$ cat src/rtl/div_pkg.sv
package div_pkg;
  typedef enum logic [2:0] {
    ST_IDLE,
    ST_RSUB,
    ST_RRES,
    ST_NITER,
    ST_NFIX
  } div_state_e;
endpackage

$ cat src/rtl/div_addsub.sv
module div_addsub #(
  parameter int AW = 9
) (
  input  logic [AW-1:0] op_a,
  input  logic [AW-1:0] op_b,
  input  logic          do_sub,
  output logic [AW-1:0] sum
);
  always_comb begin
    if (do_sub) sum = op_a - op_b;
    else        sum = op_a + op_b;
  end
endmodule

$ cat src/rtl/div_ctrl.sv
module div_ctrl
  import div_pkg::*;
#(
  parameter int WIDTH = 8
) (
  input  logic       clk,
  input  logic       rst_n,
  input  logic       start,
  input  logic       alg_nr,
  input  logic       dvs_zero,
  input  logic       res_neg,
  output div_state_e state,
  output logic       accept,
  output logic       fin
);
  localparam int CW = $clog2(WIDTH + 1);

  div_state_e state_nxt;
  logic [CW-1:0] cnt, cnt_nxt;
  logic last;

  assign last = (cnt == CW'(WIDTH - 1));

  always_comb begin
    state_nxt = state;
    cnt_nxt   = cnt;
    fin       = 1'b0;
    accept    = (state == ST_IDLE) && start;
    case (state)
      ST_IDLE: begin
        if (accept) begin
          cnt_nxt = '0;
          if (!dvs_zero) state_nxt = alg_nr ? ST_NITER : ST_RSUB;
        end
      end
      ST_RSUB: begin
        cnt_nxt = cnt + 1'b1;
        if (res_neg) begin
          state_nxt = ST_RRES;
        end else if (last) begin
          fin       = 1'b1;
          state_nxt = ST_IDLE;
        end
      end
      ST_RRES: begin
        if (cnt == CW'(WIDTH)) begin
          fin       = 1'b1;
          state_nxt = ST_IDLE;
        end else begin
          state_nxt = ST_RSUB;
        end
      end
      ST_NITER: begin
        cnt_nxt = cnt + 1'b1;
        if (last) state_nxt = ST_NFIX;
      end
      ST_NFIX: begin
        fin       = 1'b1;
        state_nxt = ST_IDLE;
      end
      default: state_nxt = ST_IDLE;
    endcase
  end

  always_ff @(posedge clk or negedge rst_n) begin
    if (!rst_n) begin
      state <= ST_IDLE;
      cnt   <= '0;
    end else begin
      state <= state_nxt;
      cnt   <= cnt_nxt;
    end
  end
endmodule

$ cat src/rtl/seq_divider.sv
module seq_divider
  import div_pkg::*;
#(
  parameter int WIDTH = 8
) (
  input  logic             clk,
  input  logic             rst_n,
  input  logic             start,
  input  logic             alg_nr,
  input  logic [WIDTH-1:0] dividend,
  input  logic [WIDTH-1:0] divisor,
  output logic             busy,
  output logic             done,
  output logic             div_zero,
  output logic [WIDTH-1:0] quotient,
  output logic [WIDTH-1:0] remainder
);
  localparam int AW = WIDTH + 1;

  div_state_e state;
  logic accept, fin, dvs_zero;
  logic [AW-1:0] a_q, a_nxt, shifted, op_a, op_b, res;
  logic [WIDTH-1:0] q_q, q_nxt, m_q, m_nxt;
  logic do_sub, dp_en;
  logic [WIDTH-1:0] quot_nxt, rem_nxt;
  logic done_nxt, dz_nxt, res_en;

  assign dvs_zero = (divisor == '0);
  assign shifted  = {a_q[AW-2:0], q_q[WIDTH-1]};
  assign op_b     = {1'b0, m_q};

  always_comb begin
    op_a   = a_q;
    do_sub = 1'b0;
    case (state)
      ST_RSUB:  begin op_a = shifted; do_sub = 1'b1;          end
      ST_NITER: begin op_a = shifted; do_sub = ~a_q[AW-1];    end
      default:  begin op_a = a_q;     do_sub = 1'b0;          end
    endcase
  end

  div_addsub #(.AW(AW)) u_addsub (
    .op_a  (op_a),
    .op_b  (op_b),
    .do_sub(do_sub),
    .sum   (res)
  );

  div_ctrl #(.WIDTH(WIDTH)) u_ctrl (
    .clk     (clk),
    .rst_n   (rst_n),
    .start   (start),
    .alg_nr  (alg_nr),
    .dvs_zero(dvs_zero),
    .res_neg (res[AW-1]),
    .state   (state),
    .accept  (accept),
    .fin     (fin)
  );

  // Datapath next state
  always_comb begin
    a_nxt = a_q;
    q_nxt = q_q;
    m_nxt = m_q;
    dp_en = 1'b1;
    case (state)
      ST_IDLE: begin
        dp_en = accept;
        a_nxt = '0;
        q_nxt = dividend;
        m_nxt = divisor;
      end
      ST_RSUB, ST_NITER: begin
        a_nxt = res;
        q_nxt = {q_q[WIDTH-2:0], ~res[AW-1]};
      end
      ST_RRES: a_nxt = res;
      ST_NFIX: if (a_q[AW-1]) a_nxt = res;
      default: dp_en = 1'b0;
    endcase
  end

  // Result next state
  always_comb begin
    done_nxt = fin || (accept && dvs_zero);
    res_en   = done_nxt;
    dz_nxt   = div_zero;
    quot_nxt = quotient;
    rem_nxt  = remainder;
    if (accept) dz_nxt = dvs_zero;
    if (accept && dvs_zero) begin
      quot_nxt = '1;
      rem_nxt  = dividend;
    end else if (fin) begin
      quot_nxt = q_nxt;
      rem_nxt  = a_nxt[WIDTH-1:0];
    end
  end

  always_ff @(posedge clk or negedge rst_n) begin
    if (!rst_n) begin
      a_q <= '0;
      q_q <= '0;
      m_q <= '0;
    end else if (dp_en) begin
      a_q <= a_nxt;
      q_q <= q_nxt;
      m_q <= m_nxt;
    end
  end

  always_ff @(posedge clk or negedge rst_n) begin
    if (!rst_n) begin
      done      <= 1'b0;
      div_zero  <= 1'b0;
      quotient  <= '0;
      remainder <= '0;
    end else begin
      done     <= done_nxt;
      div_zero <= dz_nxt;
      if (res_en) begin
        quotient  <= quot_nxt;
        remainder <= rem_nxt;
      end
    end
  end

  assign busy = (state != ST_IDLE);
endmodule

$ cat config.mk
export PLATFORM = sky130hd
export DESIGN_NAME = seq_divider
export DESIGN_NICKNAME = d
export VERILOG_FILES = /design/src/rtl/div_pkg.sv /design/src/rtl/div_addsub.sv /design/src/rtl/div_ctrl.sv /design/src/rtl/seq_divider.sv
export SDC_FILE = /design/constraint.sdc
export NUM_CORES = 1
export LEC_CHECK = 0
export ABC_AREA = 1
export BUFFER_PORTS_ARGS = -buffer_cell sky130_fd_sc_hd__buf_4
export CAP_MARGIN = 20
export CORE_MARGIN = 3
export CORE_UTILIZATION = 26
export CTS_CLUSTER_SIZE = 8
export DETAILED_ROUTE_END_ITERATION = 12
export GPL_ROUTABILITY_DRIVEN = 0
export HOLD_SLACK_MARGIN = 0.05
export SYNTH_ARGS = -nofsm -noshare
export SYNTH_HDL_FRONTEND = slang
export SYNTH_HIERARCHICAL = 1
export SYNTH_SLANG_ARGS = --single-unit
$ cat constraint.sdc
create_clock -name clk -period 3.4 [get_ports clk]
set_input_delay 0.34 -clock clk [delete_from_list [all_inputs] [get_ports clk]]
set_output_delay 0.34 -clock clk [all_outputs]
set_load 0.01 [all_outputs]
# Word level (Yosys, flattened, before mapping)
# Cells that the tools add are included.
dict set report word_totals {
  ff_bits 50
}
dict set report classes {
  n_addsub 3
  eq_ne 10
  mux 25
  n_reduce_logical 17
  bitwise 2
}
# operator n
set op_table {}
lappend op_table {{8-bit two-way mux} 4}
lappend op_table {{9-bit two-way mux} 3}
lappend op_table {{9-bit case mux with 3 select lines} 1}
lappend op_table {{8-bit case mux with 2 select lines} 1}
lappend op_table {{3-bit two-way mux} 5}
lappend op_table {{3-bit case mux with 4 select lines} 1}
lappend op_table {{9-bit by 8-bit adder with 9-bit output} 1}
lappend op_table {{9-bit by 8-bit subtractor with 9-bit output} 1}
lappend op_table {{8-bit zero test} 1}
lappend op_table {{4-bit case mux with 2 select lines} 1}
lappend op_table {{2-bit AND reduction} 4}
lappend op_table {{3-bit by 2-bit equality test with 1-bit output, second input constant} 2}
lappend op_table {{3-bit nonzero test} 2}
lappend op_table {{4-bit by 1-bit adder with 4-bit output, second input constant} 1}
lappend op_table {{4-bit by 3-bit equality test with 1-bit output, second input constant} 1}
lappend op_table {{4-bit equality test, second input constant} 1}
lappend op_table {{1-bit two-way mux} 4}
lappend op_table {{4-bit two-way mux} 1}
lappend op_table {{2-bit inequality test, second input constant} 2}
lappend op_table {{1-bit case mux with 2 select lines} 2}
lappend op_table {{4-bit AND reduction} 1}
lappend op_table {{2-bit nonzero test} 2}
lappend op_table {{4-bit OR reduction} 1}
lappend op_table {{3-bit by 1-bit equality test with 1-bit output, second input constant} 1}
lappend op_table {{other kinds (11)} 13}

# Depth between registers and ports, before layout
# Gate-level depths: netlist of the first run.
dict set report depth {
  ltp_word 9
  depth_mapped 27
  ltp_nobuf 25
}

# Hierarchy
# The synthesis of the first run kept the hierarchy.
# mod instances seq_area_each_um2 area_each_um2 cells_per_inst
set by_module_without_submodules {}
lappend by_module_without_submodules {seq_divider 1 1076.0 2316.0 316}
lappend by_module_without_submodules {div_addsub 1 0.0 615.6 116}
lappend by_module_without_submodules {div_ctrl 1 175.2 479.2 61}

# Worst setup path before layout of the first run
# Ideal clock, no wire load.
dict set report synth_path {
  path_type {register -> register}
  start {register u_ctrl.state[2]}
  end {register remainder[6]}
  n_path_buf 2
  synth_period_minus_slack_ns 3.319
  t_arrival_ns 3.250
  setup_ns 0.069
  stages_incl_launch_ff 26
  slack_ns 0.081
  t_required_ns 3.331
  path_cell_list {dfrtp_1 > nor2_4 > buf_2 > o21a_1 > inv_2 > nand2_2 > o21ai_0 > xnor2_1 > ha_1 > nand2_1 > inv_1 > nand2_1 > nand2_1 > inv_1 > nand2_1 > inv_1 > nand2_1 > nand2_1 > nor2_1 > nand3_1 > nand2_1 > buf_4 > inv_2 > a21oi_1 > nand2_1 > nand3_1}
}
# item line
set synth_lines {}
lappend synth_lines {{start, declared} div_ctrl.sv:12} ;# output div_state_e state,
lappend synth_lines {{start signal, assigned} div_ctrl.sv:70} ;# state <= state_nxt;
lappend synth_lines {{3-bit by 2-bit equality test with 1-bit output or 3-bit by 1-bit equality test with 1-bit output (tied branches)} seq_divider.sv:35} ;# case (state)
lappend synth_lines {{1-bit case mux with 2 select lines (*)} seq_divider.sv:35}
lappend synth_lines {{via do_sub} seq_divider.sv:24} ;# logic do_sub, dp_en;
lappend synth_lines {{9-bit two-way mux (*)} div_addsub.sv:10} ;# if (do_sub) sum = op_a - op_b;
lappend synth_lines {{via res[8]} seq_divider.sv:22} ;# logic [AW-1:0] a_q, a_nxt, shifted, op_a, op_b, res;
lappend synth_lines {{1-bit two-way mux (*)} div_ctrl.sv:38} ;# if (res_neg) begin
lappend synth_lines {{1-bit case mux with 3 select lines (*)} div_ctrl.sv:29} ;# case (state)
lappend synth_lines {{via fin} seq_divider.sv:21} ;# logic accept, fin, dvs_zero;
lappend synth_lines {{2-bit nonzero test (no line) or 1-bit logical OR (tied branches)} --}
lappend synth_lines {{2-bit AND reduction (no line) (*)} --}
lappend synth_lines {{end signal, assigned} seq_divider.sv:124} ;# remainder <= rem_nxt;
lappend synth_lines {{end, declared} seq_divider.sv:16} ;# output logic [WIDTH-1:0] remainder
# The timed path passes the listed nets; every way through them passes the cells marked *. The select of a mux whose other input is x is not followed.
# A chain may end at the register's enable or synchronous reset.

# Worst setup path in the final report of the first run
dict set report layout_path {
  start {register u_ctrl.state[0]}
  end {register quotient[2]}
}
dict set report layout_via {
  elab_chain_cells 9
}
# item line
set layout_rtl {}
lappend layout_rtl {{3-bit by 1-bit equality test with 1-bit output or 3-bit by 2-bit equality test with 1-bit output (tied branches)} seq_divider.sv:35}
lappend layout_rtl {{2-bit OR reduction (no line) (*)} --}
lappend layout_rtl {{9-bit two-way mux (*)} seq_divider.sv:35}
lappend layout_rtl {{via op_a[0]} seq_divider.sv:22}
lappend layout_rtl {{9-bit by 8-bit adder with 9-bit output or 9-bit by 8-bit subtractor with 9-bit output (tied branches)} {div_addsub.sv:11, div_addsub.sv:10}}
lappend layout_rtl {{9-bit two-way mux (*)} div_addsub.sv:10}
lappend layout_rtl {{via res[8]} seq_divider.sv:22}
lappend layout_rtl {{1-bit two-way mux (*)} div_ctrl.sv:38}
lappend layout_rtl {{1-bit case mux with 3 select lines (*)} div_ctrl.sv:29}
lappend layout_rtl {{via fin} seq_divider.sv:21}
lappend layout_rtl {{2-bit nonzero test (no line) or 1-bit logical OR (tied branches)} --}
lappend layout_rtl {{2-bit AND reduction (no line) (*)} --}
lappend layout_rtl {{end signal, assigned} seq_divider.sv:123} ;# quotient <= quot_nxt;
lappend layout_rtl {{end, declared} seq_divider.sv:15} ;# output logic [WIDTH-1:0] quotient,
# Marked as above.

==> results of run 1 <==
==> cells in the final DEF (no fill, tap or decap), drive strengths merged, types with 5 or more instances in the layout <==
master | synthesis | routed
clkbuf | 1 | 5
ha | 11 | 11
a21oi | 14 | 14
nand2 | 199 | 199
nor2 | 31 | 31
nand3 | 77 | 77
dfrtp | 50 | 50
inv | 53 | 54
o21ai | 23 | 23
buf | 11 | 49
==> what timing repair did <==
item / CTS / global route
endpoints found under the setup margin: 0 / 16
hold buffers: 0 / 0
buffers inserted: 0 / 3
resized for setup: 0 / 6
hold endpoints to repair: 0 / 0
==> synthesized netlist by cell type (all sizes together) <==
master / count
a21oi: 14
a22oi: 1
buf: 11
clkbuf: 1
conb: 1
dfrtp: 50
fa: 1
ha: 11
inv: 53
nand2: 199
nand3: 77
nand3b: 2
nand4: 3
nor2: 31
o211ai: 1
o21a: 1
o21ai: 23
o21bai: 2
o2bb2ai: 1
or2: 2
xnor2: 4
xor2: 4
==> cell families (layout without fill, tap and decap cells) <==
kind of cell / after synthesis / count (layout)
simple gates: 314 / 314
buf+inv: 65 / 110
flops: 50 / 50
compound gates: 43 / 43
fa+ha+maj: 12 / 12
xor+xnor: 8 / 8
other cells: 1 / 1
==> path summary, 6_finish.rpt <==
check                                         endpoint  slack [ns]  cells after the start
min in group clk              remainder[2]$_DFFE_PN0P_        0.28                      3
hold / removal                      a_q[6]$_DFFE_PN0P_        0.08                      1
max in group asynchronous  u_ctrl/state[0]$_DFFE_PN0P_        2.83                      1
setup / recovery               quotient[2]$_DFFE_PN0P_        0.32                     21
setup reg to reg               quotient[2]$_DFFE_PN0P_        0.32                     21
hold reg to reg                quotient[1]$_DFFE_PN0P_        0.51                      2
==> area by class of cell <==
class / instances / share of cell area [%]
Multi-Input combinational cell: 378 / 46.0
Clock inverter: 3 / 0.707
Clock buffer: 5 / 3.07
Tap cell: 172 / 5.29
Sequential cell: 50 / 30.8
Inverter: 53 / 4.95
Timing Repair Buffer: 49 / 9.13
==> through the flow <==
step / instance area (um^2) / hold slack (ns) / setup slack [ns] / util, %
2_1_floorplan: 3410 / 0.0444 / 0.0812 / -
3_3_place_gp: 3890 / 0.414 / 0.322 / 30.5
3_5_place_dp: 3890 / 0.418 / 0.232 / 30.5
4_1_cts: 4040 / 0.109 / 0.217 / 31.8
5_1_grt: 4070 / 0.142 / 0.0175 / 32.0
6_report: 4070 / 0.0799 / 0.324 / 32.0
==> registers in the layout (all words and copies together), names as in the netlist <==
name and flops:
quotient 8, u_ctrl/state 3, done 1, div_zero 1, m_q 8, a_q 9
q_q 8, remainder 8, u_ctrl/cnt 4
==> layer usage <==
layer | share of wire (%) | vias to the layer above | wire length [um] | GRT usage [%]
met3 | 4.3 | 12 | 376 | 2.25
met5 | 0 | - | 0 | 0
met4 | 1.2 | 0 | 102 | 2.83
met1 | 48 | 1527 | 4220 | 17.1
met2 | 46 | 76 | 4060 | 20.3
li1 | - | 1658 | - | -
==> flow_summary_export.csv, run 1 <==
group,metric,value,unit
floorplan,die_w,121,um
synth,synthSimpleGateAreaFrac,40.1,%
setup_path,cp.required,3.58,ns
clocking,cts_tree,"built",
floorplan,die_y,121,um
timing,finalCritPeriodShare,90.5,%
job,maxCapViolCount,0,
synth,synth_fa_ha_area_share,4.62,%
timing,worst_slew_pin_slew,0.675,ns
setup_path,critPathSlowestCell,"dfrtp_2",
synth,synthCells,493,
synth,synth_mux_area_share,0,%
setup_path,startpoint,"u_ctrl/state[0]$_DFFE_PN0P_",
final_layout,fill_cells,1394,
final_layout,nets,569,
synth,ys_types,36,
synth,synth_compound_area_share,8.03,%
setup_path,end_kind,"flip-flop",
detailed_routing,dr.pass1.iters,4,
synth,syn_nets,525,
final_layout,multi_input_area,1870,um^2
detailed_routing,drc_errors,0,
place,dp.cells,699,
setup_path,crit_type,"flip-flop to flip-flop",
setup_path,r2r_start,"u_ctrl/state[0]$_DFFE_PN0P_",
place,dp_hpwl,6700,um
floorplan,die_area,14500,um^2
synth,yosysWarnings,6,
synth,synth_top_family_by_area,"simple AND/OR/NAND/NOR gates",
synth,synth_top_cell_area_share,36.7,%
floorplan,core,12700,um^2
clocking,cts.clk_slew.worst_paths,0.08,ns
global_route,antenna_found_initial,0,
timing,skew,0.00422,ns
global_route,grt.overflow.total,0,
detailed_routing,wirelength,8760,um
final_layout,seq_area,1250,um^2
timing,setup_tns,0,ns
detailed_routing,drt_iter0_drc,229,
final_layout,drive_above_1_share,17.5,%
floorplan,num_rows,41,
detailed_routing,vias,3273,
global_route,grt.total_usage,12.4,%
synth,synth-xor-area-share,2.05,%
timing,max_freq,0.325,GHz
clocking,htree_levels,2,
final_layout,area_growth,19.3,%
clocking,cts_sinks,50,
timing,finalSetupViolations,0,
final_layout,stdcell_count,710,
setup_path,start_kind,"flip-flop",
setup_path,path_max_fanout,17,
clocking,cts_buffer_depth,2,
place,io_buffers,38,
synth,ys_seq_area_share,36.7,%
setup_path,critPathArrivalTime,3.26,ns
synth,ys_ff_latch,50,
timing,slew_headroom,55.0,%
clocking,clk_latency,0.29,ns
clocking,numCtsBuffers,5,
clocking,clock-root-buffer,"clkbuf_16",
setup_path,path_delay_family,"simple AND/OR/NAND/NOR gates",
setup_path,critPathMaxStageDelay,0.45,ns
final_layout,antenna_cells,0,
synth,synth_top_area_cell,"dfrtp_1",
global_route,grt_pass1_wl,14900,um
timing,min_period,3.08,ns
setup_path,crit_buf_inv,6,
timing,drv_slew,0,
detailed_routing,wire_per_inst,12.3,um
setup_path,path_cells,"inv_2 -> nor2_4 -> buf_6 -> o21ai_0 -> inv_1 -> ha_1 -> fa_1 -> nand3b_1 -> nand2_1 -> nand2_1 -> nand2_1 -> inv_1 -> nand2_1 -> nand2_1 -> nor2_1 -> nand3_1 -> nand2_1 -> inv_2 -> buf_4 -> a21oi_1 -> nand2_1",
min_path,min_path_type,"input pin to async pin",
timing,finalHoldViolCount,0,
status,status,"finished clean",
synth,ys_top_cells_by_area,"dfrtp_1, nand2_1, nand3_1",
setup_path,cp_common_cell,"nand2_1",
floorplan,initial_utilization,26.8,%
timing,rsz0062_at_grt,"false",
floorplan,io_pins,39,
global_route,grt_pass1_vias,3110,
detailed_routing,ant_nets,0,
detailed_routing,routed_via_density,4.61,
synth,synth_area,3410,um^2
synth,syn_area_per_cell,6.92,um^2
global_route,grt_max_degree,51,
Power of run 1 is not shown: default switching activity piles up to over one toggle a cycle in this logic, so the estimate is an artifact.
==> run 2: changes to the inputs <==
--- a/config.mk
+++ b/config.mk
@@ -8,6 +8,7 @@
 export ABC_AREA = 1
 export BUFFER_PORTS_ARGS = -buffer_cell sky130_fd_sc_hd__buf_4
 export CAP_MARGIN = 20
+export CORE_ASPECT_RATIO = 1.25
 export CORE_MARGIN = 3
 export CORE_UTILIZATION = 26
 export CTS_CLUSTER_SIZE = 8
==> flow_summary_export.csv, run 2 (same netlist as run 1, synthesis figures left out) <==
group,metric,value,unit
status,status,"finished clean",
job,maxCapViolCount,0,
global_route,antenna_found_initial,0,
detailed_routing,vias,3294,
floorplan,num_rows,46,
detailed_routing,wirelength,8920,um
timing,slew_headroom,57.1,%
final_layout,fill_cells,1439,
place,dp_slack,0.173,ns
final_layout,layout_common_cells,"nand2_1, nand3_1, buf_4",
clocking,numCtsBuffers,5,
final_layout,area_growth,20.0,%
timing,finalSetupViolations,0,
timing,drv_slew,0,
clocking,clk_latency,0.29,ns
final_layout,nets,570,
timing,skew,0.0124,ns
global_route,grt_pass1_wl,15200,um
final_layout,top_register,"a_q",
final_layout,drive_above_1_share,17.4,%
timing,worst_slew_pin_slew,0.643,ns
floorplan,die_area,14500,um^2
setup_path,start_kind,"flip-flop",
setup_path,path_cells,"inv_2 -> nor2_4 -> o21a_4 -> inv_2 -> nand2_2 -> o21ai_0 -> xnor2_1 -> ha_1 -> nand2_1 -> inv_1 -> nand2_1 -> nand2_1 -> inv_1 -> nand2_1 -> inv_1 -> nand2_1 -> nand2_2 -> nor2_1 -> nand3_1 -> nand2_1 -> inv_2 -> buf_4 -> a21oi_1 -> nand2_1",
clocking,cts.clk_slew.worst_paths,0.07,ns
setup_path,r2r_slack,0.34,ns
clocking,htree_levels,2,
final_layout,design_area,4090,um^2
global_route,grt.total_usage,12.8,%
clocking,cts_sinks,50,
timing,finalHoldViolCount,0,
timing,fin_ws,0.337,ns
final_layout,antenna_cells,0,
detailed_routing,routed_via_density,4.66,
floorplan,die_y,134,um
place,dpl-instance-area,3880,um^2
clocking,cts_tree,"built",
setup_path,critPathArrivalTime,3.25,ns
setup_path,r2r_start,"u_ctrl/state[0]$_DFFE_PN0P_",
final_layout,largest_register_ff_count,9,
place,io_buffers,38,
place,dp_hpwl,6890,um
floorplan,core,12800,um^2
min_path,min_path_type,"input pin to async pin",
setup_path,cp.required,3.59,ns
timing,holdWs,0.0727,ns
detailed_routing,ant_nets,0,
setup_path,critPathSlowestCell,"dfrtp_2",
final_layout,final_common_cell,"nand2_1",
setup_path,crit_type,"flip-flop to flip-flop",
detailed_routing,wire_per_inst,12.6,um
floorplan,die_w,108,um
timing,min_period,3.06,ns
setup_path,end_kind,"flip-flop",
floorplan,initial_utilization,26.7,%
setup_path,path_max_fanout,17,
global_route,grt_max_degree,51,
timing,rsz0062_at_grt,"false",
setup_path,reg2regPathDepth,24,
timing,finalCritPeriodShare,90.1,%
floorplan,io_pins,39,
timing,setup_tns,0,ns
detailed_routing,drt_iter0_drc,221,
global_route,grt_pass1_vias,3210,
timing,max_freq,0.326,GHz
global_route,grt.overflow.total,0,
detailed_routing,dr.pass1.iters,5,
setup_path,critPathMaxStageDelay,0.42,ns
clocking,cts.hold.buffers_added,0,
clocking,cts_buffer_depth,2,
setup_path,r2r-end,"quotient[6]$_DFFE_PN0P_",
detailed_routing,drc_errors,0,
setup_path,cp_common_cell,"nand2_1",
clocking,clock-root-buffer,"clkbuf_16",
-- run 2: worst max-delay path, delay by kind of cell (launching register included) --
kind            cells  cell delay [ns]
fa+ha+maj           1             0.33
simple gates       12             1.05
compound gates      3             0.45
flops               1             0.42
xor+xnor            1             0.16
buf+inv             7             0.51
-- run 2: area by class of cell --
| type | count | area, um^2 | area share (%) |
|---|---|---|---|
| Clock buffer | 6 | 129 | 3.15 |
| Clock inverter | 2 | 37.5 | 0.917 |
| Inverter | 53 | 201 | 4.92 |
| Multi-Input combinational cell | 378 | 1880 | 46.0 |
| Sequential cell | 50 | 1250 | 30.6 |
| Tap cell | 168 | 210 | 5.13 |
| Timing Repair Buffer | 50 | 379 | 9.26 |
-- run 2: metal layers --
layer / routed length (um) / vias to the layer above / GRT usage (%) / part of all wire [%]
met5: 0 / - / 0 / 0
met2: 4760 / 56 / 23.5 / 53
met1: 3730 / 1566 / 14.9 / 42
met3: 258 / 11 / 1.93 / 2.9
met4: 171 / 0 / 4.56 / 1.9
li1: - / 1661 / - / -
-- run 2: how the worst max path moves through the flow --
| stage | startpoint | end | slack (ns) | cells after the start |
|---|---|---|---|---|
| after floorplan | u_ctrl/state[2]$_DFFE_PN0P_ | remainder[6]$_DFFE_PN0P_ | 0.08 | 25 |
| after CTS | u_ctrl/state[0]$_DFFE_PN0P_ | quotient[6]$_DFFE_PN0P_ | 0.14 | 24 |
| after global placement | u_ctrl/state[0]$_DFFE_PN0P_ | quotient[7]$_DFFE_PN0P_ | 0.25 | 24 |
| after global routing | u_ctrl/state[0]$_DFFE_PN0P_ | quotient[0]$_DFFE_PN0P_ | 0.008 | 21 |
| final | u_ctrl/state[0]$_DFFE_PN0P_ | quotient[6]$_DFFE_PN0P_ | 0.34 | 24 |
| after detailed placement | u_ctrl/state[0]$_DFFE_PN0P_ | quotient[5]$_DFFE_PN0P_ | 0.17 | 24 |
-- run 2: repair_timing --
item	CTS	global route
resized for setup	0	7
endpoints found under the setup margin	0	17
buffers inserted	0	4
-- run 2: stage by stage --
stage / utilization [%] / cells
after global placement: 30.4 / 695
after global routing: 32.0 / 707
after floorplan: - / 493
final: 32.0 / 707
after detailed placement: 30.4 / 695
after CTS: 31.7 / 703
Power of run 2 is left out for the same reason.
